**src/rtl/gpio_mask_port.sv**
```systemverilog
module gpio_mask_port #(
  parameter int ADDR_W      = 8,
  parameter int SYNC_STAGES = 2
) (
  input  logic              clk,
  input  logic              rst_n,
  input  logic [ADDR_W-1:0] bus_addr,
  input  logic              bus_wr,
  input  logic [31:0]       bus_wdata,
  input  logic              bus_rd,
  output logic [31:0]       bus_rdata,
  input  logic [31:0]       pin_in,
  output logic [31:0]       pad_out,
  output logic [31:0]       pad_oe
);

  localparam int HALF = 16;
  localparam logic [ADDR_W-1:0] OFS_OE_SET = ADDR_W'(8'h00);
  localparam logic [ADDR_W-1:0] OFS_OE_CLR = ADDR_W'(8'h04);
  localparam logic [ADDR_W-1:0] OFS_OUT_LO = ADDR_W'(8'h08);
  localparam logic [ADDR_W-1:0] OFS_OUT_HI = ADDR_W'(8'h0C);
  localparam logic [ADDR_W-1:0] OFS_PINS   = ADDR_W'(8'h10);

  logic [31:0] oe_q;
  logic [31:0] dout_q;
  logic [SYNC_STAGES-1:0][31:0] sync_q;

  always_ff @(posedge clk or negedge rst_n) begin
    if (!rst_n)
      oe_q <= '0;
    else if (bus_wr && bus_addr == OFS_OE_SET)
      oe_q <= oe_q | bus_wdata;
    else if (bus_wr && bus_addr == OFS_OE_CLR)
      oe_q <= oe_q & ~bus_wdata;
  end

  for (genvar h = 0; h < 2; h++) begin : g_half
    localparam logic [ADDR_W-1:0] OFS = (h == 0) ? OFS_OUT_LO : OFS_OUT_HI;
    wire [HALF-1:0] msk = bus_wdata[2*HALF-1:HALF];
    wire [HALF-1:0] val = bus_wdata[HALF-1:0];
    always_ff @(posedge clk or negedge rst_n) begin
      if (!rst_n)
        dout_q[h*HALF +: HALF] <= '0;
      else if (bus_wr && bus_addr == OFS)
        dout_q[h*HALF +: HALF] <= (dout_q[h*HALF +: HALF] & ~msk) | (val & msk);
    end
  end

  for (genvar s = 0; s < SYNC_STAGES; s++) begin : g_sync
    always_ff @(posedge clk or negedge rst_n) begin
      if (!rst_n)
        sync_q[s] <= '0;
      else if (s == 0)
        sync_q[s] <= pin_in;
      else
        sync_q[s] <= sync_q[(s == 0) ? 0 : s-1];
    end
  end

  always_comb begin
    bus_rdata = '0;
    if (bus_rd) begin
      case (bus_addr)
        OFS_OE_CLR: bus_rdata = oe_q;
        OFS_OUT_LO: bus_rdata = {16'h0, dout_q[HALF-1:0]};
        OFS_OUT_HI: bus_rdata = {16'h0, dout_q[2*HALF-1:HALF]};
        OFS_PINS:   bus_rdata = sync_q[SYNC_STAGES-1];
        default:    bus_rdata = '0;
      endcase
    end
  end

  assign pad_out = dout_q;
  assign pad_oe  = oe_q;


  oe_set_chk: assert property (@(posedge clk) disable iff (!rst_n)
    (bus_wr && bus_addr == OFS_OE_SET) |=> ((pad_oe & $past(bus_wdata)) == $past(bus_wdata)));


  oe_clr_chk: assert property (@(posedge clk) disable iff (!rst_n)
    (bus_wr && bus_addr == OFS_OE_CLR) |=> ((pad_oe & $past(bus_wdata)) == 32'h0));


  lo_mask_chk: assert property (@(posedge clk) disable iff (!rst_n)
    (bus_wr && bus_addr == OFS_OUT_LO) |=>
      (((pad_out[15:0] ^ $past(pad_out[15:0])) & ~$past(bus_wdata[31:16])) == 16'h0) && $stable(pad_out[31:16]));


  hi_mask_chk: assert property (@(posedge clk) disable iff (!rst_n)
    (bus_wr && bus_addr == OFS_OUT_HI) |=>
      (((pad_out[31:16] ^ $past(pad_out[31:16])) & ~$past(bus_wdata[31:16])) == 16'h0) && $stable(pad_out[15:0]));


  preload_chk: assert property (@(posedge clk) disable iff (!rst_n)
    (bus_wr && (bus_addr == OFS_OE_SET || bus_addr == OFS_OE_CLR)) |=> $stable(pad_out));


  undef_wr_chk: assert property (@(posedge clk) disable iff (!rst_n)
    (bus_wr && bus_addr != OFS_OE_SET && bus_addr != OFS_OE_CLR &&
     bus_addr != OFS_OUT_LO && bus_addr != OFS_OUT_HI) |=> ($stable(pad_oe) && $stable(pad_out)));


  idle_rd_chk: assert property (@(posedge clk) disable iff (!rst_n)
    !bus_rd |-> (bus_rdata == 32'h0));

endmodule

```
**config.mk**
```make
export PLATFORM = sky130hd
export DESIGN_NAME = gpio_mask_port
export DESIGN_NICKNAME = d
export VERILOG_FILES = /design/src/rtl/gpio_mask_port.sv
export SDC_FILE = /design/constraint.sdc
export NUM_CORES = 1
export LEC_CHECK = 0
export ABC_AREA = 1
export BUFFER_PORTS_ARGS = -buffer_cell sky130_fd_sc_hd__buf_2
export CORE_ASPECT_RATIO = 0.6
export CORE_MARGIN = 3
export CORE_UTILIZATION = 40
export DETAILED_ROUTE_END_ITERATION = 8
export HOLD_SLACK_MARGIN = 0.02
export PLACE_DENSITY = 0.69
export SLEW_MARGIN = 20
export SYNTH_ARGS = -nofsm -noshare
export SYNTH_HDL_FRONTEND = slang
export SYNTH_SLANG_ARGS = --single-unit
```
**constraint.sdc**
```tcl
create_clock -name clk -period 2.1 [get_ports clk]
set_input_delay 0 -clock clk [delete_from_list [all_inputs] [get_ports clk]]
set_output_delay 0 -clock clk [all_outputs]
set_load 0.05 [all_outputs]
```
[Word-level counts from Yosys, hierarchy flattened]
Index checks and enable logic that the tools add are counted.
Storage, ports and cells
  bits in writable memories: 0
  memories: 0
  bits in latches: 0
  register bits after elaboration: 128
  ROM bits: 0
  input port bits: 76
  word-level logic and storage cells: 28
Operators by class
  $lt $le $gt $ge: 0
  bitwise operators: 9
  add/subtract/negate cells: 0
  multiplexer cells: 4
  reduce and logical (&&, ||, !) cells: 6
  eq/ne operators: 4
  shift-type cells: 0
  multipliers: 0
  div/mod/pow operators: 0
Operators with widths (count)
  case mux 32 bit (4 select lines): 1
  2-to-1 mux 32 bit: 3
  bitwise AND 16 bit: 3
  bitwise AND 32 bit: 1
  NOT 32 bit: 1
  bitwise OR 16 bit: 2
  bitwise OR 32 bit: 1
  == test 8 x 4 -> 1 bit (second input constant): 2
  NOT 16 bit: 1
  == test 8 x 3 -> 1 bit (second input constant): 1
  == test 8 x 5 -> 1 bit (second input constant): 1
  logical NOT 8 bit: 1
  logical AND 1 bit: 4
  nonzero test 2 bit: 1

[Logic depth before layout (Yosys ltp)]
  depth in word-level cells: 4
  depth in mapped cells: 10
  depth with buffers taken out: 8

[Worst setup path before layout]
OpenSTA, ideal clock, no wires.
  path type: input -> output
  start point: input port bus_addr[1]
  end point: output port bus_rdata[21]
  path slack: 563 ps
  arrival time: 1537 ps
  path buffers: 2
  cell stages on the path: 10
  required time: 2100 ps
  cells stage by stage: inv_1 > nand2_2 > nor2_4 > and2_1 > buf_6 > buf_6 > nand2_1 > nand2_1 > inv_1 > nor2_1
Between the ends
  cells in the longest elaborated chain, start to end: 3
  elaborated cells between the ends (all ways): 6
Ends and longest elaborated chain
  from (decl): RTL line 7  | input logic [ADDR_W-1:0] bus_addr,
  == test 8 x 5 -> 1 bit (tied with other cells): RTL line 63  | case (bus_addr)
  case mux 32 bit (4 select lines) *: RTL line 63
  2-to-1 mux 32 bit *: RTL line 62  | if (bus_rd) begin
  to (decl): RTL line 11  | output logic [31:0] bus_rdata,
Mark *: on every way between the ends. The rest lies on a longest branch, timed or not.

==> flow_summary.toml <==
[finish]
area_growth_syn_to_layout_pct = 47.0
utilization_pct = 60.6
finalNetCount = 1021
drive_gt1_share_pct = 24.9
final_cells = 1150
antenna_cells = 0
fill_cells = 1215

[floorplan]
rows = 33
core_area_mm2 = 0.0138
die_w_um = 160
start_util_pct = 41.3
io_pins = 172
fp.dieArea_mm2 = 0.0157
die_h_um = 98.4

[place]
hpwl_um = 11300
port_buffers = 171
placed_cells = 1022
gp_congestion = 0.823

[drt]
dr.pass1.iters = 6
num_vias = 5538
wl_um = 17700
wire_per_inst_um = 15.4
detail-route-antenna-nets = 0
drc = 0
via_per_inst = 4.82
drtIter0Drc = 450

[global_routing]
grt_first_pass_wirelength_um = 28700
antenna_found_initial = 0
grt_max_degree = 65
grt_usage_pct = 23.2
grt_pass1_vias = 5460
overflow = 0

[clocking]
clk-insertion-delay-late_ns = 0.41
tritoncts = "done"
clkTransAtPathRegs_ns = 0.06
clock_path_buffers = 2
postCtsSetupBuffers = 0
cts_buffers = 17
h-tree-depth = 4
cts-root-buf = "clkbuf_16"
cts_sinks = 128

[logic_synthesis]
syn_inst = 679
synth_area_mm2 = 0.00569
yosysUniqueCellTypes = 24
yosysSeqAreaShare_pct = 56.3
synth.ff_latch_count = 128
syn_nets = 755
ys_warn_count = 0
synth_area_per_cell_um2 = 8.38

[power_and_ir_drop]
power_frac_seq_pct = 41.2
cellPowerDensity_mw_per_mm2 = 748
ir_worst_vdd_mv = 0.480
p_clk_share_pct = 51.5
p_sw_share_pct = 22.9
power.switching_mw = 1.43
power_mw = 6.25
intPower_mw = 4.82
power.leakage_nw = 4.45
power_frac_comb_pct = 7.3

[setup_path]
cp-startpoint = "bus_addr[4]"
reg2reg_depth = 3
worstSetupStartpointType = "primary input"
critical_path.top_delay_family = "buffers and inverters"
cp_slowest_cell = "dlygate4sd3_1"
cp_max_fo = 16
arrival_ns = 2.30
path_class = "primary input to flop"
path_buf_inv = 4
critPathMaxStageDelay_ns = 0.58
crit_chain = "buf_2 > nor2_4 > nand3_4 > nor2_1 > nand2_1 > clkinv_4 > nand3_1 > dlygate4sd3_1 > nand2_1 > dlygate4sd3_1"
r2r_setup_slack_ns = 0.84
crit_required_ns = 2.44
end_kind = "flop"

[timing]
setup_viol = 0
finalHoldViolCount = 0
rsz0062_at_grt = "no"
max_freq_mhz = 509
final_max_slew_viol_count = 0
fin_hold_ws_ns = 0.0732
relSlewSlack_pct = 57.0
tns_ns = 0
worstMarginPinSlew_ns = 0.642
clock-skew-final_ns = 0.00769
finalCriticalPeriod_ns = 1.97
min_period_over_period_pct = 93.6

[flow_run]
drv_cap = 0

[run_status]
outcome = "completed"

[min_path]
holdCritStartpoint = "bus_wr"
hold_depth = 3
hold_class = "primary input to flop"
-- worst reg2reg max path, stage by stage (launching register included) --
cell,delay [ns]
dfrtp_1,0.41
o21ai_0,0.09
nand2_1,0.08
dlygate4sd3_1,0.56
-- logic make-up (layout without fill, tap and decap cells) --
kind of cell           Yosys count  count (layout)  synth area share (%)
DFF                            128             128                  56.3
AOI/OAI and AO/OA               49              49                  4.51
buffers and inverters          109             388                  8.49
and+or+nand+nor                393             393                  30.7
-- cell usage after synthesis --
library cell / n / area, µm²
nor3_2: 1 / 10.0
inv_1: 72 / 270
nand3b_2: 1 / 11.3
nand4_4: 1 / 21.3
dfrtp_1: 128 / 3200
nand2_1: 168 / 631
clkbuf_1: 6 / 22.5
nand3_1: 96 / 480
nor4_2: 1 / 12.5
nor2_4: 4 / 45.0
buf_4: 4 / 30.0
nor2_2: 7 / 43.8
nand4_1: 17 / 106
o21ai_4: 1 / 16.3
nor2_1: 92 / 345
buf_1: 7 / 26.3
inv_2: 3 / 11.3
nand3_2: 1 / 10.0
buf_2: 11 / 55.1
o21ai_0: 48 / 240
and2_1: 2 / 12.5
buf_6: 6 / 67.6
nand2_4: 1 / 11.3
nand2_2: 1 / 6.26
-- worst max path at each step --
stage | endpoint | slack, ns | cells after the start
after floorplan | bus_rdata[21] | 0.56 | 10
final | flop | 0.13 | 10
after global placement | bus_rdata[11] | 0.32 | 8
after global routing | flop | 0.01 | 10
after CTS | flop | 0.05 | 10
after detailed placement | bus_rdata[15] | 0.21 | 8
-- repair_timing --
action	in CTS	in global routing
gates resized for setup	0	6
setup endpoints to repair	0	14
hold buffers	95	0
hold endpoints to repair	197	0
-- per-stage QoR --
step                      setup slack, ns  area, µm²
after floorplan                     0.563       5690
after global placement              0.319       6720
after detailed placement            0.206       6720
after CTS                          0.0518       8320
after global routing               0.0118       8360
final                               0.135       8360
-- power by group through the flow --
stage	Sequential, mW	Combinational (mW)	Clock (mW)
final	2.58	0.458	3.22
after global placement	2.62	0.343	0
after CTS	2.58	0.454	3.27
after global routing	2.58	0.501	3.38
after detailed placement	2.62	0.348	0
after floorplan	2.67	0.0863	0
-- routing by layer --
| metal | part of all wire (%) | GRT usage, % | vias up |
|---|---|---|---|
| li1 | - | - | 2675 |
| met1 | 46 | 32.4 | 2643 |
| met2 | 46 | 37.0 | 210 |
| met3 | 7.3 | 4.92 | 10 |
| met4 | 0.62 | 6.40 | 0 |
| met5 | 0 | 0 | - |
-- final cells by class --
type | count | area [µm²] | area share (%)
well taps | 192 | 240 | 2.87
multi-input cells | 442 | 2030 | 24.2
repair buffers | 281 | 1960 | 23.5
flip-flops and latches | 128 | 3200 | 38.3
clock buffers | 21 | 470 | 5.63
inverters | 75 | 287 | 3.43
clock inverters | 11 | 175 | 2.09
-- layout by cell type (no fill, tap or decap) --
cell type,netlist,layout
nand3_4,0,1
inv_1,72,72
nand2_4,1,1
and2_1,2,2
nor2_1,92,92
bufinv_16,0,4
buf_4,4,12
nor2_4,4,4
clkinvlp_4,0,2
nand3_1,96,96
nor2_2,7,7
buf_2,11,170
nand3b_2,1,1
nor3_4,0,1
nand4_1,17,17
nand4_4,1,1
buf_12,0,1
clkbuf_16,0,17
inv_2,3,2
clkbuf_8,0,3
nor4_4,0,1
buf_16,0,1
clkinv_4,0,2
inv_6,0,3
o21ai_4,1,1
nand2_1,168,168
o21ai_0,48,48
dlygate4sd3_1,0,95
nand2_2,1,1
clkbuf_1,6,1
clkinv_2,0,1
dfrtp_1,128,128
buf_6,6,2
Note: power is estimated with default switching activity, not from simulation.
